File: src/rtl/trp_pkg.sv
package trp_pkg;
    typedef enum logic [1:0] {
        ST_IDLE  = 2'd0,
        ST_COUNT = 2'd1,
        ST_SEEK  = 2'd2,
        ST_DONE  = 2'd3
    } trp_state_e;
endpackage

File: src/rtl/trp_shreg.sv
module trp_shreg #(
    parameter int W = 64
) (
    input  logic         clk,
    input  logic         rst_n,
    input  logic         load,
    input  logic         shift,
    input  logic [W-1:0] din,
    output logic         lsb
);
    logic [W-1:0] q;

    always_ff @(posedge clk or negedge rst_n) begin
        if (!rst_n) begin
            q <= '0;
        end else if (load) begin
            q <= din;
        end else if (shift) begin
            q <= {1'b0, q[W-1:1]};
        end
    end

    assign lsb = q[0];
endmodule

File: src/rtl/trp_counter.sv
module trp_counter #(
    parameter int W = 7
) (
    input  logic         clk,
    input  logic         rst_n,
    input  logic         clr,
    input  logic         inc,
    input  logic         dec,
    output logic [W-1:0] value
);
    always_ff @(posedge clk or negedge rst_n) begin
        if (!rst_n) begin
            value <= '0;
        end else if (clr) begin
            value <= '0;
        end else if (inc && !dec) begin
            value <= value + W'(1);
        end else if (dec && !inc) begin
            value <= value - W'(1);
        end
    end
endmodule

File: src/rtl/trp_fsm.sv
module trp_fsm
    import trp_pkg::*;
(
    input  logic clk,
    input  logic rst_n,
    input  logic start,
    input  logic idx_zero,
    input  logic cnt_last,
    input  logic seek_last,
    input  logic src_bit,
    input  logic dst_bit,
    input  logic k_zero,
    output logic load,
    output logic shift_src,
    output logic shift_dst,
    output logic pos_clr,
    output logic pos_inc,
    output logic k_clr,
    output logic k_inc,
    output logic k_dec,
    output logic hit,
    output logic miss,
    output logic busy,
    output logic done
);
    trp_state_e state_q, state_d;

    always_comb begin
        state_d = state_q;
        if (start) begin
            state_d = idx_zero ? ST_SEEK : ST_COUNT;
        end else begin
            unique case (state_q)
                ST_IDLE:  state_d = ST_IDLE;
                ST_COUNT: if (cnt_last) state_d = ST_SEEK;
                ST_SEEK:  if ((dst_bit && k_zero) || seek_last) state_d = ST_DONE;
                ST_DONE:  state_d = ST_IDLE;
            endcase
        end
    end

    always_ff @(posedge clk or negedge rst_n) begin
        if (!rst_n) begin
            state_q <= ST_IDLE;
        end else begin
            state_q <= state_d;
        end
    end

    always_comb begin
        load      = 1'b0;
        shift_src = 1'b0;
        shift_dst = 1'b0;
        pos_clr   = 1'b0;
        pos_inc   = 1'b0;
        k_clr     = 1'b0;
        k_inc     = 1'b0;
        k_dec     = 1'b0;
        hit       = 1'b0;
        miss      = 1'b0;
        busy      = (state_q != ST_IDLE);
        done      = (state_q == ST_DONE);
        if (start) begin
            load    = 1'b1;
            pos_clr = 1'b1;
            k_clr   = 1'b1;
        end else begin
            unique case (state_q)
                ST_IDLE: ;
                ST_COUNT: begin
                    shift_src = 1'b1;
                    k_inc     = src_bit;
                    pos_clr   = cnt_last;
                    pos_inc   = !cnt_last;
                end
                ST_SEEK: begin
                    shift_dst = 1'b1;
                    pos_inc   = 1'b1;
                    if (dst_bit && k_zero) begin
                        hit = 1'b1;
                    end else begin
                        k_dec = dst_bit;
                        miss  = seek_last;
                    end
                end
                ST_DONE: ;
            endcase
        end
    end
endmodule

File: src/rtl/trp_restart_recover.sv
module trp_restart_recover #(
    parameter int MASK_W = 64,
    localparam int IDX_W = $clog2(MASK_W),
    localparam int CNT_W = IDX_W + 1
) (
    input  logic              clk,
    input  logic              rst_n,
    input  logic              start,
    input  logic [IDX_W-1:0]  restart_idx,
    input  logic [MASK_W-1:0] src_mask,
    input  logic [MASK_W-1:0] dst_mask,
    output logic              busy,
    output logic              done,
    output logic              valid,
    output logic [CNT_W-1:0]  other_idx,
    output logic              exhausted
);
    logic             load, shift_src, shift_dst;
    logic             pos_clr, pos_inc, k_clr, k_inc, k_dec;
    logic             hit, miss;
    logic             src_bit, dst_bit;
    logic [CNT_W-1:0] pos_q, k_q;
    logic [IDX_W-1:0] limit_q;
    logic             cnt_last, seek_last, k_zero, idx_zero;

    trp_shreg #(.W(MASK_W)) u_src_sh (
        .clk(clk), .rst_n(rst_n), .load(load), .shift(shift_src),
        .din(src_mask), .lsb(src_bit)
    );

    trp_shreg #(.W(MASK_W)) u_dst_sh (
        .clk(clk), .rst_n(rst_n), .load(load), .shift(shift_dst),
        .din(dst_mask), .lsb(dst_bit)
    );

    trp_counter #(.W(CNT_W)) u_pos_cnt (
        .clk(clk), .rst_n(rst_n), .clr(pos_clr), .inc(pos_inc),
        .dec(1'b0), .value(pos_q)
    );

    trp_counter #(.W(CNT_W)) u_k_cnt (
        .clk(clk), .rst_n(rst_n), .clr(k_clr), .inc(k_inc),
        .dec(k_dec), .value(k_q)
    );

    assign idx_zero  = (restart_idx == '0);
    assign cnt_last  = ({1'b0, limit_q} == (pos_q + CNT_W'(1)));
    assign seek_last = (pos_q == CNT_W'(MASK_W - 1));
    assign k_zero    = (k_q == '0);

    trp_fsm u_fsm (
        .clk(clk), .rst_n(rst_n), .start(start), .idx_zero(idx_zero),
        .cnt_last(cnt_last), .seek_last(seek_last), .src_bit(src_bit),
        .dst_bit(dst_bit), .k_zero(k_zero), .load(load),
        .shift_src(shift_src), .shift_dst(shift_dst), .pos_clr(pos_clr),
        .pos_inc(pos_inc), .k_clr(k_clr), .k_inc(k_inc), .k_dec(k_dec),
        .hit(hit), .miss(miss), .busy(busy), .done(done)
    );

    always_ff @(posedge clk or negedge rst_n) begin
        if (!rst_n) begin
            limit_q   <= '0;
            other_idx <= '0;
            exhausted <= 1'b0;
            valid     <= 1'b0;
        end else if (start) begin
            limit_q <= restart_idx;
            valid   <= 1'b0;
        end else begin
            if (hit) begin
                other_idx <= pos_q;
                exhausted <= 1'b0;
            end
            if (miss) begin
                other_idx <= CNT_W'(MASK_W);
                exhausted <= 1'b1;
            end
            if (done) begin
                valid <= 1'b1;
            end
        end
    end
endmodule

File: config.mk
export PLATFORM = sky130hd
export DESIGN_NAME = trp_restart_recover
export DESIGN_NICKNAME = d
export VERILOG_FILES = /design/src/rtl/trp_pkg.sv /design/src/rtl/trp_shreg.sv /design/src/rtl/trp_counter.sv /design/src/rtl/trp_fsm.sv /design/src/rtl/trp_restart_recover.sv
export SDC_FILE = /design/constraint.sdc
export NUM_CORES = 1
export LEC_CHECK = 0
export ABC_AREA = 1
export BUFFER_PORTS_ARGS = -buffer_cell sky130_fd_sc_hd__buf_4
export CAP_MARGIN = 20
export CORE_MARGIN = 8
export CORE_UTILIZATION = 40
export CTS_BUF_LIST = sky130_fd_sc_hd__clkbuf_2 sky130_fd_sc_hd__clkbuf_4 sky130_fd_sc_hd__clkbuf_8
export DETAILED_ROUTE_END_ITERATION = 7
export GPL_TIMING_DRIVEN = 1
export PLACE_DENSITY = 0.74
export SLEW_MARGIN = 20
export SYNTH_ARGS = -nofsm -noshare
export SYNTH_HDL_FRONTEND = slang
export SYNTH_SLANG_ARGS = --single-unit
File: constraint.sdc
create_clock -name clk -period 2.4 [get_ports clk]
set_clock_uncertainty 0.05 [all_clocks]
set_input_delay 0.24 -clock clk [delete_from_list [all_inputs] [get_ports clk]]
set_output_delay 0.24 -clock clk [all_outputs]
set_load 0.03 [all_outputs]
==> out/results.ini <==
[status]
status=finished, final reports clean

[pwr]
power_frac_comb=0.328
p_sw_w=0.00300
internal_power_w=0.00582
leakage_nw=5.23
total_power_w=0.00881
p_sw_frac=0.340
seqPwrFrac=0.413
power.density_mw_per_mm2=828
clkPwrFrac=0.259
peakVddDrop_mv=0.573

[critical_path]
critical_path_buf_inv_count=2
required_ns=2.68
crit_chain=inv_2, ha_2, inv_2, nor2_2, nand3_2, nand2_4, ha_4, a21oi_2, nand2_1, nand2_1, nand2_1, a21oi_2, xor2_1, o22ai_1
critPathCaptureType=flop
cp.arrival_ns=2.60
cp_max_fo=5
cpMostUsedCell=nand2_1
worst-setup-path-type=reg2reg
start_kind=flop
slowest_stage=dfrtp_1
max_stage_delay_ns=0.41
cp_top_family=simple AND/OR/NAND/NOR gates

[synth]
ys_seq_area_frac=0.543
synth_area_mm2=0.00733
syn_avg_cell_area_um2=8.86
syn_nets=976
synth_seq_cells=159
ys.flop_type=dfrtp_1
async_reset_ff_frac=1.00
syn-instance-count=827
synth_edf_count=0
yosys_warnings=0
synth_cell_types=29

[route]
via_count=6943
finalWirelength_mm=21.5
routedWlPerCell_um=15.9
route.detailed.drc=0
vias_per_cell=5.12
drt_first_iter_violations=431
firstDrtPassIters=5
ant_nets=0

[floorplan]
die_h_um=151
rows=49
dieArea_mm2=0.0229
num_io_pins=148
core_area_mm2=0.0180
initial_core_util=0.408
die_x_um=151

[global_routing]
grt_util_met1=0.233
antenna_found_initial=4
use_met3=0.0547
grt-busiest-layer=met2
grt_pass1_wl_mm=34.5
grt_usage=0.190
grt_max_degree=67
grt_pass1_vias=7068
grt_overflow=0
met2_usage=0.309

[place]
hpwl_mm=13.0
place_inst=1181
gp_congestion=0.916
port_buffers=147

[clock_tree]
cts_buffers=17
htreeDepth=4
clk_latency_ns=0.46
cts_tree=built
numClockSinks=159
cts_buffer_depth=2
root_buffer=clkbuf_8
clk_pin_slew_ns=0.08

[timing]
fin_crit_sh=0.966
setup_viol=0
tns_ns=0
worst_pin_slew_ns=0.660
rsz0062_at_grt=yes
slew_violations=0
slew_headroom=0.560
min_period_ns=2.32
finalHoldViolCount=0
max_freq_mhz=431

[final_layout]
areaGrowthSynthToFinish_pct=45.3
finish.net_count=1259
layout-drive-gt1-share=0.205
final_cells=1357

[job]
drv_cap=0

[hold_path]
hp-class=in2reg

-- worst register-to-register path: stages, from the launching register on --
cell	delay (ns)
dfrtp_1	0.41
inv_2	0.09
ha_2	0.20
inv_2	0.06
nor2_2	0.12
nand3_2	0.14
nand2_4	0.14
ha_4	0.22
a21oi_2	0.18
nand2_1	0.07
nand2_1	0.08
nand2_1	0.06
a21oi_2	0.14
xor2_1	0.16
o22ai_1	0.08
-- worst paths after layout --
kind,from,endpoint,slack (ns),cells past startpoint
worst max-delay path,u_fsm.state_q[0]$_DFFE_PN0P_,u_k_cnt.value[5]$_DFFE_PN0P_,0.08,14
worst min-delay path,restart_idx[1],limit_q[1]$_DFFE_PN0P_,0.06,3
worst max register to register,u_fsm.state_q[0]$_DFFE_PN0P_,u_k_cnt.value[5]$_DFFE_PN0P_,0.08,14
worst min register to register,other_idx[2]$_DFFE_PN0P_,other_idx[2]$_DFFE_PN0P_,0.43,2
max in group asynchronous,rst_n,u_dst_sh.q[46]$_DFFE_PN0P_,1.34,3
min in group asynchronous,rst_n,u_dst_sh.q[31]$_DFFE_PN0P_,0.27,2
-- routing by layer --
metal	part of all wire	wire length [µm]	up-vias
met2	0.49	10600	254
met3	0.067	1440	56
met5	0.00060	13	-
li1	-	-	3322
met4	0.031	677	2
met1	0.41	8840	3309
-- layout make-up --
class | instances | area (µm²)
multi-input cells | 488 | 2720
repair buffers | 304 | 2660
clock buffers | 21 | 289
inverters | 140 | 526
well taps | 229 | 287
flip-flops and latches | 159 | 3980
diodes | 5 | 12.5
fillers | 1462 | 7310
clock inverters | 11 | 176
-- Yosys cell counts (2+ instances only) --
cell | n | share of area
dfrtp_1 | 159 | 0.54
clkinv_1 | 3 | 0.0015
nand2_2 | 2 | 0.0017
clkbuf_1 | 38 | 0.019
nand4_1 | 12 | 0.010
nand2_4 | 2 | 0.0031
nand2_1 | 244 | 0.13
o21ai_1 | 2 | 0.0014
xnor2_1 | 3 | 0.0036
xor2_1 | 2 | 0.0024
nor2_2 | 4 | 0.0034
inv_2 | 3 | 0.0015
ha_1 | 11 | 0.019
nor2_1 | 19 | 0.0097
nand3b_1 | 2 | 0.0020
o221ai_1 | 82 | 0.098
nand3_2 | 3 | 0.0041
nand3_1 | 38 | 0.026
a21oi_1 | 6 | 0.0041
inv_1 | 134 | 0.069
o22ai_1 | 5 | 0.0043
o211ai_1 | 25 | 0.026
o21bai_1 | 3 | 0.0031
o21ai_0 | 20 | 0.014
-- logic make-up after synthesis --
family / share of synthesized area
flip-flops: 0.543
AND/OR/NAND/NOR: 0.186
AO/OA/AOI/OAI: 0.151
buffers and inverters: 0.0924
XOR/XNOR: 0.00598
adder cells (fa/ha/maj): 0.0215
-- registers in the layout, indices dropped and copies added, names as in the netlist --
signal / count
u_pos_cnt.value: 7
valid: 1
u_k_cnt.value: 7
u_dst_sh.q: 64
limit_q: 6
u_fsm.state_q: 2
other_idx: 7
exhausted: 1
u_src_sh.q: 64
-- timing repair --
item	CTS	global route
pin swaps	0	1
setup endpoints to repair	2	3
setup buffers	2	3
gates resized for setup	3	9
hold buffers	134	0
endpoints found under the hold margin	188	0
-- power groups by stage --
stage | sequential [W] | clock (W) | combinational [W]
after floorplan | 0.00366 | 0 | 0.00166
after global placement | 0.00365 | 0 | 0.00247
after detailed placement | 0.00368 | 0 | 0.00253
after CTS | 0.00363 | 0.00234 | 0.00275
after global routing | 0.00371 | 0.00243 | 0.00321
final | 0.00364 | 0.00228 | 0.00289
-- cell usage in the layout (no fill, tap or decap), drive strengths merged --
master and n:
nand2 248, buf 170, dfrtp 159, inv 139
dlygate4sd3 134, o221ai 82, nand3 41, o211ai 25
nor2 23, o21ai 22, clkbuf 21, nand4 12
ha 11, clkinv 7, a21oi 6, diode 5
o22ai 5, bufinv 4, xnor2 3, o21bai 3
nand3b 2, xor2 2, nor3 1, a22oi 1
fa 1, clkinvlp 1
-- per-stage QoR --
stage / hold WS [ns] / setup slack, ns / cell area, µm² / util
after floorplan: -0.106 / 0.0192 / 7340 / -
after global placement: 0.195 / 0.0410 / 8760 / 0.488
after detailed placement: 0.207 / -0.121 / 8760 / 0.488
after CTS: 0.0372 / 0.0136 / 10600 / 0.589
after global routing: 0.0605 / -0.0759 / 10600 / 0.593
final: 0.0616 / 0.0809 / 10600 / 0.593
Power figures use the tool's default switching activity.
